`src/rtl/ulpi_ta_pkg.sv`:
```
package ulpi_ta_pkg;
    typedef enum logic {
        SIDE_LINK = 1'b0,
        SIDE_PHY  = 1'b1
    } side_e;

    typedef enum logic [1:0] {
        PH_LINK_OWN = 2'd0,
        PH_TO_PHY   = 2'd1,
        PH_PHY_OWN  = 2'd2,
        PH_TO_LINK  = 2'd3
    } phase_e;

    typedef enum logic {
        TX_IDLE = 1'b0,
        TX_HELD = 1'b1
    } txst_e;
endpackage

```
`src/rtl/ulpi_dir_tracker.sv`:
```
module ulpi_dir_tracker
    import ulpi_ta_pkg::*;
(
    input  logic clk,
    input  logic rst_n,
    input  logic dir,
    output logic link_oe,
    output logic turnaround,
    output logic rx_valid,
    output logic dir_rise
);
    side_e  side_q;
    phase_e phase;

    // State register: which side drove at the last edge
    always_ff @(posedge clk or negedge rst_n) begin
        if (!rst_n) side_q <= SIDE_LINK;
        else        side_q <= dir ? SIDE_PHY : SIDE_LINK;
    end

    // Phase decode from the live direction input
    always_comb begin
        unique case (side_q)
            SIDE_LINK: phase = dir ? PH_TO_PHY  : PH_LINK_OWN;
            SIDE_PHY:  phase = dir ? PH_PHY_OWN : PH_TO_LINK;
        endcase
    end

    // Outputs per phase
    always_comb begin
        link_oe    = 1'b0;
        turnaround = 1'b0;
        rx_valid   = 1'b0;
        dir_rise   = 1'b0;
        unique case (phase)
            PH_LINK_OWN: link_oe = 1'b1;
            PH_TO_PHY: begin
                turnaround = 1'b1;
                dir_rise   = 1'b1;
            end
            PH_PHY_OWN: rx_valid = 1'b1;
            PH_TO_LINK: turnaround = 1'b1;
        endcase
    end


    oe_holdoff_chk: assert property (@(posedge clk) disable iff (!rst_n)
        $fell(dir) |-> !link_oe);


    ta_edge_chk: assert property (@(posedge clk) disable iff (!rst_n)
        (dir != $past(dir)) |-> turnaround);


    rx_valid_chk: assert property (@(posedge clk) disable iff (!rst_n)
        rx_valid |-> (dir && $past(dir)));
endmodule

```
`src/rtl/ulpi_tx_holder.sv`:
```
module ulpi_tx_holder
    import ulpi_ta_pkg::*;
#(
    parameter int DATA_W = 8
) (
    input  logic              clk,
    input  logic              rst_n,
    input  logic              tx_valid,
    input  logic [DATA_W-1:0] tx_byte,
    input  logic              tx_accept,
    input  logic              link_oe,
    input  logic              dir_rise,
    output logic [DATA_W-1:0] held_byte,
    output logic              busy,
    output logic              interrupted
);
    txst_e             st_q, st_d;
    logic [DATA_W-1:0] byte_q;
    logic              intr_q;
    logic              take, done;

    assign take = (st_q == TX_IDLE) && tx_valid;
    assign done = (st_q == TX_HELD) && tx_accept && link_oe;

    always_comb begin
        st_d = st_q;
        unique case (st_q)
            TX_IDLE: if (tx_valid) st_d = TX_HELD;
            TX_HELD: if (tx_accept && link_oe) st_d = TX_IDLE;
        endcase
    end

    always_ff @(posedge clk or negedge rst_n) begin
        if (!rst_n) begin
            st_q   <= TX_IDLE;
            byte_q <= '0;
            intr_q <= 1'b0;
        end else begin
            st_q <= st_d;
            if (take) byte_q <= tx_byte;
            if (done) intr_q <= 1'b0;
            else if ((st_q == TX_HELD) && dir_rise) intr_q <= 1'b1;
        end
    end

    assign held_byte   = byte_q;
    assign busy        = (st_q == TX_HELD);
    assign interrupted = intr_q;


    hold_until_accept_chk: assert property (@(posedge clk) disable iff (!rst_n)
        (busy && !(tx_accept && link_oe)) |=> (busy && $stable(held_byte)));


    intr_set_chk: assert property (@(posedge clk) disable iff (!rst_n)
        (busy && dir_rise) |=> interrupted);
endmodule

```
`src/rtl/ulpi_rx_capture.sv`:
```
module ulpi_rx_capture #(
    parameter int DATA_W = 8
) (
    input  logic              clk,
    input  logic              rst_n,
    input  logic              rx_valid,
    input  logic [DATA_W-1:0] bus_in,
    output logic [DATA_W-1:0] rx_data
);
    always_ff @(posedge clk or negedge rst_n) begin
        if (!rst_n)        rx_data <= '0;
        else if (rx_valid) rx_data <= bus_in;
    end


    rx_hold_chk: assert property (@(posedge clk) disable iff (!rst_n)
        !rx_valid |=> $stable(rx_data));
endmodule

```
`src/rtl/ulpi_turnaround_ctrl.sv`:
```
module ulpi_turnaround_ctrl #(
    parameter int DATA_W = 8
) (
    input  logic              clk,
    input  logic              rst_n,
    input  logic              ulpi_dir,
    input  logic [DATA_W-1:0] bus_in,
    output logic [DATA_W-1:0] bus_out,
    output logic              bus_oe,
    output logic              turnaround,
    output logic              rx_valid,
    output logic [DATA_W-1:0] rx_data,
    input  logic              tx_valid,
    input  logic [DATA_W-1:0] tx_byte,
    input  logic              tx_accept,
    output logic              tx_busy,
    output logic              tx_interrupted
);
    localparam logic [DATA_W-1:0] IDLE_WORD = '0;

    logic              link_oe, dir_rise;
    logic [DATA_W-1:0] held_byte;

    ulpi_dir_tracker u_dir (
        .clk        (clk),
        .rst_n      (rst_n),
        .dir        (ulpi_dir),
        .link_oe    (link_oe),
        .turnaround (turnaround),
        .rx_valid   (rx_valid),
        .dir_rise   (dir_rise)
    );

    ulpi_tx_holder #(.DATA_W(DATA_W)) u_tx (
        .clk         (clk),
        .rst_n       (rst_n),
        .tx_valid    (tx_valid),
        .tx_byte     (tx_byte),
        .tx_accept   (tx_accept),
        .link_oe     (link_oe),
        .dir_rise    (dir_rise),
        .held_byte   (held_byte),
        .busy        (tx_busy),
        .interrupted (tx_interrupted)
    );

    ulpi_rx_capture #(.DATA_W(DATA_W)) u_rx (
        .clk      (clk),
        .rst_n    (rst_n),
        .rx_valid (rx_valid),
        .bus_in   (bus_in),
        .rx_data  (rx_data)
    );

    assign bus_oe  = link_oe;
    assign bus_out = (link_oe && tx_busy) ? held_byte : IDLE_WORD;


    no_drive_while_dir_chk: assert property (@(posedge clk) disable iff (!rst_n)
        ulpi_dir |-> !bus_oe);


    idle_zero_chk: assert property (@(posedge clk) disable iff (!rst_n)
        !(bus_oe && tx_busy) |-> (bus_out == IDLE_WORD));
endmodule

```
`config.mk`:
```
export PLATFORM = sky130hd
export DESIGN_NAME = ulpi_turnaround_ctrl
export DESIGN_NICKNAME = d
export VERILOG_FILES = /design/src/rtl/ulpi_ta_pkg.sv /design/src/rtl/ulpi_dir_tracker.sv /design/src/rtl/ulpi_tx_holder.sv /design/src/rtl/ulpi_rx_capture.sv /design/src/rtl/ulpi_turnaround_ctrl.sv
export SDC_FILE = /design/constraint.sdc
export NUM_CORES = 1
export LEC_CHECK = 0
export BUFFER_PORTS_ARGS = -buffer_cell sky130_fd_sc_hd__buf_2
export CAP_MARGIN = 15
export CORE_MARGIN = 4
export CORE_UTILIZATION = 44
export CTS_BUF_LIST = sky130_fd_sc_hd__clkbuf_16
export DETAILED_ROUTE_END_ITERATION = 8
export GPL_TIMING_DRIVEN = 0
export PLACE_DENSITY_LB_ADDON = 0.3
export SKIP_LAST_GASP = 1
export SYNTH_ARGS = -nofsm -noshare
export SYNTH_HDL_FRONTEND = slang
export SYNTH_SLANG_ARGS = --single-unit
```
`constraint.sdc`:
```
create_clock -name clk -period 1.45 [get_ports clk]
set_input_delay 0.0725 -clock clk [delete_from_list [all_inputs] [get_ports clk]]
set_output_delay 0.0725 -clock clk [all_outputs]
set_load 0.1 [all_outputs]
```
==> flow_metrics.tcl, run 1 <==
set metrics [dict create \
    status "finished, final reports clean" \
    p_comb_share_pct 42.0 \
    ant_nets 0 \
    die_height_um 51.78 \
    finalSetupTns_ns 0 \
    grt_start_max_net_pins 20 \
    gr-total-overflow 0 \
    netlist_top_cells_area "dfrtp_1, mux2_4, mux2_2" \
    drt_wl_total_um 1950 \
    clkTransAtPathRegs_ns 0.05 \
    hp-class "in -> reg" \
    htreeDepth 1 \
    coreArea_mm2 0.001764 \
    yosysMostFrequentCell "dfrtp_1" \
    cts.path.max_buffers 2 \
    slew_viol_final 0 \
    crit_path_max_fanout 10 \
    syn-instance-count 57 \
    min-delay-start "tx_accept" \
    viasPerCell 4.846 \
    setup_violations 0 \
    yosysTopAreaCell "dfrtp_1" \
    syn_area_per_cell_um2 14.79 \
    drtIter0Drc 4 \
    leakagePower_nw 0.6531 \
    cts_buffers 3 \
    synth_area_um2 843.3 \
    max_slew.worst_pin.slew_ns 0.4957 \
    reg2reg_slack_ns 0.20 \
    dp_hpwl_um 1409 \
    yosysSeqAreaShare_pct 56.38 \
    p_clk_share_pct 25.6 \
    synth_top_area_share_pct 56.38 \
    power_density_mw_per_mm2 1581 \
    nFillCells 123 \
    required_ns 1.38 \
    critPathCaptureType "output port" \
    cts_root_buf "clkbuf_16" \
    post-place-ws_ns -0.1138 \
    grt_pass1_wl_um 3084 \
    min_to "u_tx.busy" \
    num_vias 630 \
    areaGrowthSynthToFinish_pct 60.98 \
    n_antenna_cell 0 \
    fin_skew_ns 0.002488 \
    design.die.area_mm2 0.002681 \
    ys_async_sr_fraction_pct 100.0 \
    yosys.cell_types.count 13 \
    die_x_um 51.78 \
    peakVddDrop_uv 1041 \
    hold_depth 2 \
    crit_slowest_cell "dfrtp_4" \
    rsz0062_at_grt "yes" \
    hold_viol 0 \
    nets 131 \
    cts_sinks 19 \
    crit_type "reg -> out" \
    ios 42 \
    final.min_clock_period_ns 1.414 \
    cp-start-kind "register" \
    startpoint "u_tx.busy" \
    max_slew_margin_pct 67.18 \
    row_count 15 \
    drive_gt1_share_pct 75.24 \
    gp_congestion 0.7214 \
    cts_tree "done" \
    crit_path_cell_trace "buf_2 -> and3_2 -> buf_12" \
    cpLargestDelayFamily "flip-flops" \
    synthTopCellsByCount "dfrtp_1, and3_1, mux2_2, mux2_4, ha_1" \
    syn-num-nets 82 \
    arrival_ns 1.34 \
    fmax_ghz 0.7073 \
    wl_per_cell_um 15.00 \
    grt_pass1_vias 639 \
    maxCapViolCount 0 \
    yosysWarnings 0 \
    total_power_mw 2.147 \
    swShare_pct 39.87 \
    intPower_mw 1.291 \
    ys_seq_elements 19 \
    p_seq_share_pct 32.4 \
    io_buffer_count 41 \
    start_util_pct 47.80 \
    synth_edf_count 0 \
    p_sw_mw 0.8557 \
    r2r-start "u_dir.side_q" \
    antenna_found_initial 0 \
    ff2ff_path_depth 3 \
    fin_crit_sh_pct 97.51 \
    setup_ws_ns 0.03612 \
    slowest_delay_ns 0.49 \
    firstDrtPassIters 4 \
    final_core_util_pct 76.95 \
    ys.flop_type "dfrtp_1" \
    drc 0 \
    crit_buf_inv 2 \
    grtUsageTotal_pct 15.89 \
    clock_latency_ns 0.24 \
    reg2reg_to "u_rx.rx_data[3]" \
]
per-layer routing:
metal  vias to the layer above  track usage, %  wire length, um
met1                       314           18.96              818
met3                         2           2.006               61
met5                         -               0                0
met2                        17           29.24             1054
li1                        297               -                -
met4                         0           5.240               15
cell usage in the layout, fill, tap and decap left out, drive strengths merged:
cell	instances
buf	44
dfrtp	19
mux2	16
and3	8
clkbuf	4
ha	4
a31oi	2
dlygate4sd3	2
inv	2
nor2	1
nor2b	1
a21oi	1
clkinv	1
sequential cells by signal, summed over array words and instances (netlist names):
register,flops
u_tx.interrupted,1
u_tx.held_byte,8
u_tx.busy,1
u_dir.side_q,1
u_rx.rx_data,8
what timing repair did:
item                                    in CTS  in global routing
endpoints found under the setup margin       9                  9
hold endpoints to repair                    20                  0
hold buffers                                 2                  0
gates cloned                                 0                  0
gates resized for setup                     23                 13
pin swaps                                    1                  0
buffers inserted                             0                  1
worst register-to-register path, cell delays in order, from the launching register on:
cell	delay (ns)
dfrtp_1	0.37
ha_2	0.18
buf_2	0.21
mux2_2	0.37
final cells by class:
class	count	area, um^2	share of cell area [%]
tap	25	31.28	2.304
inverter	2	7.507	0.5530
clock buffer	3	75.07	5.530
multi-input combinational	33	390.4	28.76
sequential	19	479.2	35.30
timing repair buffer	44	347.8	25.62
clock inverter	1	5.005	0.3687
buffer	3	21.27	1.567
stage by stage:
step           area (um^2)  instances  hold WS (ns)
3_5_place_dp          1121        123       0.02592
4_1_cts               1296        129       0.03182
5_1_grt               1358        130       0.03125
2_1_floorplan        884.6         57       -0.2231
6_report              1358        130       0.03030
3_3_place_gp          1121        123       0.02607
cell families (layout without fill, tap and decap cells):
group	count (synthesis)	count (layout)	share of synthesized area, %
buffers and inverters	5	53	3.263
adders and majority gates	4	4	5.935
muxes	16	16	24.93
DFF	19	19	56.38
and+or+nand+nor	10	10	7.418
AOI/OAI and AO/OA	3	3	2.076
power groups by stage:
stage	logic [mW]	clock network, mW	registers (mW)
2_1_floorplan	0.395	0	0.992
3_3_place_gp	0.808	0	0.696
3_5_place_dp	0.818	0	0.706
4_1_cts	0.868	0.557	0.698
5_1_grt	0.937	0.583	0.715
6_report	0.901	0.549	0.696
worst max-delay path by stage:
| stage | slack, ns | cells after the start | endpoint |
|---|---|---|---|
| 3_5_place_dp | -0.11 | 4 | bus_out[2] |
| 2_1_floorplan | -0.14 | 3 | u_rx.rx_data[0] |
| 6_report | 0.04 | 3 | bus_out[0] |
| 5_1_grt | -0.01 | 4 | bus_out[0] |
| 4_1_cts | 0.02 | 4 | bus_out[2] |
| 3_3_place_gp | -0.09 | 4 | bus_out[2] |
(Power assumes the default switching activity.)
==> inputs of run 2 (changes only) <==
--- a/config.mk
+++ b/config.mk
@@ -6,12 +6,10 @@
 export NUM_CORES = 1
 export LEC_CHECK = 0
 export BUFFER_PORTS_ARGS = -buffer_cell sky130_fd_sc_hd__buf_2
-export CAP_MARGIN = 15
 export CORE_MARGIN = 4
 export CORE_UTILIZATION = 44
 export CTS_BUF_LIST = sky130_fd_sc_hd__clkbuf_16
 export DETAILED_ROUTE_END_ITERATION = 8
-export GPL_TIMING_DRIVEN = 0
 export PLACE_DENSITY_LB_ADDON = 0.3
 export SKIP_LAST_GASP = 1
 export SYNTH_ARGS = -nofsm -noshare
==> flow_metrics.tcl, run 2 (synthesized netlist as in run 1, its figures left out) <==
set metrics [dict create \
    status "finished with violations" \
    violations "negative setup slack" \
    areaGrowthSynthToFinish_pct 71.51 \
    cts.path.max_buffers 2 \
    io_buffer_count 41 \
    slew_viol_final 0 \
    r2r-start "u_dir.side_q" \
    design.die.area_mm2 0.002681 \
    ff2ff_path_depth 3 \
    coreArea_mm2 0.001764 \
    cts_tree "done" \
    leakagePower_nw 0.6909 \
    ios 42 \
    finalSetupTns_ns -0.09354 \
    post-place-cells 123 \
    min_to "u_tx.busy" \
    firstDrtPassIters 4 \
    whs_ns 0.04482 \
    cp_num_cells 5 \
    cts_root_buf "clkbuf_16" \
    dp_hpwl_um 1365 \
    viasPerCell 5.052 \
    hp-class "in -> reg" \
    n_antenna_cell 0 \
    wl_per_cell_um 18.22 \
    setup_violations 6 \
    row_count 15 \
    antenna_found_initial 0 \
    grt_start_max_net_pins 20 \
    layout_commonest_cell "buf_2" \
    ant_nets 0 \
    slowest_delay_ns 0.41 \
    grtUsageTotal_pct 17.00 \
    drtIter0Drc 12 \
    start_util_pct 47.80 \
    die_height_um 51.78 \
    hold_viol 0 \
    nets 135 \
    hold_depth 2 \
    critPathCaptureType "output port" \
    cts_buffers 3 \
    crit_slowest_cell "dfrtp_1" \
    grt_pass1_wl_um 3277 \
    nFillCells 101 \
    reg2reg_to "u_rx.rx_data[0]" \
    maxCapViolCount 0 \
    min-delay-start "tx_accept" \
    gr-total-overflow 0 \
    post-place-ws_ns 0.1223 \
    crit_type "reg -> out" \
    drc 0 \
    htreeDepth 1 \
    cp-start-kind "register" \
    crit_path_cell_trace "inv_2 -> ha_4 -> buf_6 -> and3_4 -> buf_12" \
    power_density_mw_per_mm2 1529 \
    required_ns 1.38 \
    fin_skew_ns 0.001156 \
    num_vias 677 \
    final.min_clock_period_ns 1.473 \
    grt_pass1_vias 658 \
    clkTransAtPathRegs_ns 0.05 \
    cpLargestDelayFamily "flip-flops" \
    finalNonFillerCells 134 \
    die_x_um 51.78 \
    fin_crit_sh_pct 101.6 \
    drt_wl_total_um 2442 \
    peakVddDrop_uv 1002 \
    clock_latency_ns 0.25 \
    final_cell_mix "buf_2, dfrtp_1, buf_12" \
    max_slew.worst_pin.slew_ns 0.4944 \
    arrival_ns 1.40 \
    max_slew_margin_pct 67.27 \
    drive_gt1_share_pct 76.15 \
    crit_buf_inv 3 \
    fmax_ghz 0.6791 \
    reg2reg_slack_ns 0.08 \
    setup_ws_ns -0.02258 \
    crit_path_max_fanout 4 \
    rsz0062_at_grt "yes" \
    cts_sinks 19 \
    gp_congestion 0.7114 \
]
==> run 2: cell types whose count changed in the layout (fill, tap and decap cells not counted), sizes merged <==
| cell | delta |
|---|---|
| clkbuf | -1 |
| buf | +5 |
==> run 2: report_power, final <==
group	internal, mW	total [mW]	switching (mW)
combinational	0.317	0.954	0.637
sequential	0.640	0.701	0.0613
clock	0.369	0.556	0.187
total	1.33	2.21	0.885
==> run 2: through the flow <==
| stage | instance area (um^2) | utilization, % | power, mW |
|---|---|---|---|
| 6_report | 1446 | 81.99 | 2.211 |
| 5_1_grt | 1446 | 81.99 | 2.298 |
| 4_1_cts | 1401 | 79.43 | 2.188 |
| 3_5_place_dp | 1289 | 73.05 | 1.620 |
| 3_3_place_gp | 1289 | 73.05 | 1.607 |
| 2_1_floorplan | 884.6 | - | 1.386 |
==> run 2: how the worst max path moves through the flow <==
stage                           end  slack (ns)    startpoint
global route             bus_out[6]       -0.06  u_dir.side_q
floorplan           u_rx.rx_data[0]       -0.14  u_dir.side_q
detailed placement       bus_out[0]        0.12  u_dir.side_q
global placement         bus_out[0]        0.16  u_dir.side_q
finish                   bus_out[6]       -0.02  u_dir.side_q
CTS                      bus_out[0]        0.02  u_dir.side_q
==> run 2: cell type report <==
cell class / instances / area, um^2 / area share [%]
multi-input cells: 33 / 390.4 / 26.99
well taps: 25 / 31.28 / 2.163
flip-flops and latches: 19 / 479.2 / 33.13
repair buffers: 51 / 457.9 / 31.66
inverters: 2 / 7.507 / 0.5190
clock inverters: 1 / 5.005 / 0.3460
clock buffers: 3 / 75.07 / 5.190
==> run 2: repair_timing <==
item                                    4_1_cts  5_1_grt
hold buffers                                  2        0
endpoints found under the hold margin        20        0
setup buffers                                 0        5
cloned                                        0        0
endpoints found under the setup margin        8        8
pin swaps                                     0        1
resized for setup                             2        5
==> run 2: worst reg2reg max path, stage by stage (launching register included) <==
cell and delay [ns]:
dfrtp_1 0.40, buf_4 0.14, ha_2 0.33, mux2_2 0.38
==> run 2: routing by layer <==
metal	up-vias	wire length [um]	track usage, %
li1	302	-	-
met1	342	976	21.18
met2	26	1252	28.39
met3	7	150	4.298
met4	0	61	6.114
met5	-	0	0
==> inputs of run 3 (changes only) <==
--- a/config.mk
+++ b/config.mk
@@ -7,7 +7,7 @@
 export LEC_CHECK = 0
 export BUFFER_PORTS_ARGS = -buffer_cell sky130_fd_sc_hd__buf_2
 export CORE_MARGIN = 4
-export CORE_UTILIZATION = 44
+export CORE_UTILIZATION = 47
 export CTS_BUF_LIST = sky130_fd_sc_hd__clkbuf_16
 export DETAILED_ROUTE_END_ITERATION = 8
 export PLACE_DENSITY_LB_ADDON = 0.3
==> constraint.sdc (replaced) <==
create_clock -name clk -period 1.88 [get_ports clk]
set_input_delay 0.094 -clock clk [delete_from_list [all_inputs] [get_ports clk]]
set_output_delay 0.094 -clock clk [all_outputs]
set_load 0.1 [all_outputs]
==> flow_metrics.tcl, run 3 (synthesized netlist as in run 1, its figures left out) <==
set metrics [dict create \
    slew_viol_final 0 \
    whs_ns 0.01663 \
    maxCapViolCount 0 \
    crit_type "reg -> out" \
    met3_usage_pct 3.858 \
    final.min_clock_period_ns 1.756 \
    p_sw_mw 0.6323 \
    status "finished, final reports clean" \
    crit_path_max_fanout 9 \
    drive_gt1_share_pct 71.29 \
    nFillCells 134 \
    drc 0 \
    drtIter0Drc 0 \
    gp_congestion 0.6490 \
    wl_per_cell_um 12.56 \
    areaGrowthSynthToFinish_pct 38.72 \
    die_height_um 50.36 \
    arrival_ns 1.66 \
    layout_commonest_cell "buf_2" \
    cts_tree "done" \
    cp-start-kind "register" \
    antenna_found_initial 0 \
    cts_root_buf "clkbuf_16" \
    grt_pass1_vias 645 \
    fin_skew_ns 0.002731 \
    max_slew.worst_pin.slew_ns 0.4864 \
    grt_use_met1_pct 15.90 \
    drt_wl_total_um 1583 \
    fmax_ghz 0.5696 \
    finalSetupTns_ns 0 \
    row_count 15 \
    post-place-ws_ns 0.3790 \
    cts_sinks 19 \
    ant_nets 0 \
    hp-class "in -> reg" \
    start_util_pct 49.38 \
    max_slew_margin_pct 67.80 \
    coreArea_mm2 0.001708 \
    cts.path.max_buffers 2 \
    cts_buffers 3 \
    setup_violations 0 \
    io_buffer_count 41 \
    gr-total-overflow 0 \
    num_vias 590 \
    grtUsageTotal_pct 14.14 \
    clock_latency_ns 0.24 \
    grt_start_max_net_pins 20 \
    required_ns 1.79 \
    die_x_um 50.36 \
    firstDrtPassIters 1 \
    final_cell_mix "buf_2, dfrtp_1, and3_2, mux2_2, mux2_4" \
    n_antenna_cell 0 \
    power_density_mw_per_mm2 1338 \
    fin_crit_sh_pct 93.38 \
    ios 42 \
    total_power_mw 1.565 \
    swShare_pct 40.40 \
    design.die.area_mm2 0.002536 \
    p_clk_share_pct 26.9 \
    intPower_mw 0.9328 \
    peakVddDrop_uv 913.8 \
    clkTransAtPathRegs_ns 0.05 \
    rsz0062_at_grt "no" \
    hold_viol 0 \
    final_core_util_pct 68.50 \
    use_met2_pct 25.87 \
    grt_pass1_wl_um 2746 \
    p_comb_share_pct 38.9 \
    critPathCaptureType "output port" \
    htreeDepth 1 \
    viasPerCell 4.683 \
    p_seq_share_pct 34.2 \
    leakagePower_nw 0.6213 \
    setup_ws_ns 0.1244 \
    top_usage_layer "met2" \
    nets 127 \
]
## run 3: per-stage QoR
stage	instances	instance area, um^2
after detailed placement	121	1080
after global routing	126	1170
after CTS	126	1170
after floorplan	57	855.8
final	126	1170
after global placement	121	1080
## run 3: layout make-up
type / count / area [um^2] / area share [%]
sequential: 19 / 475.5 / 40.64
multi-input combinational: 33 / 352.8 / 30.16
timing repair buffer: 43 / 222.7 / 19.04
clock buffer: 3 / 75.07 / 6.417
tap: 25 / 31.28 / 2.674
inverter: 2 / 7.507 / 0.6417
clock inverter: 1 / 5.005 / 0.4278
## run 3: worst paths after layout
check	slack, ns	to	cells after the start	startpoint
worst max-delay path	0.12	bus_out[1]	4	u_dir.side_q
worst min-delay path	0.02	u_dir.side_q	1	ulpi_dir
worst max register to register	0.46	u_tx.held_byte[7]	3	u_tx.busy
worst min register to register	0.50	u_rx.rx_data[7]	1	u_rx.rx_data[7]
max in group asynchronous	1.28	u_tx.held_byte[0]	2	rst_n
min in group asynchronous	0.31	u_tx.busy	2	rst_n
## run 3: power by group through the flow
| stage | clock network, mW | registers, mW | logic, mW |
|---|---|---|---|
| after floorplan | 0 | 0.760 | 0.294 |
| after global routing | 0.446 | 0.549 | 0.631 |
| final | 0.420 | 0.535 | 0.609 |
| after global placement | 0 | 0.540 | 0.605 |
| after detailed placement | 0 | 0.541 | 0.612 |
| after CTS | 0.432 | 0.537 | 0.614 |
## run 3: layer usage
metal,part of all wire (%),wire length (um)
met5,0,0
met4,0.76,12
met3,9.7,154
met2,50,791
met1,39,625
## run 3: timing repair
| action | in CTS | in global routing |
|---|---|---|
| resized for setup | 0 | 0 |
| setup buffers | 0 | 0 |
| hold endpoints to repair | 19 | 0 |
| hold buffers | 1 | 0 |
## run 3: worst max-delay path: stages, from the launching register on
cell and delay [ns]:
dfrtp_1 0.38, inv_1 0.10, ha_1 0.30, and3_2 0.22
buf_2 0.42
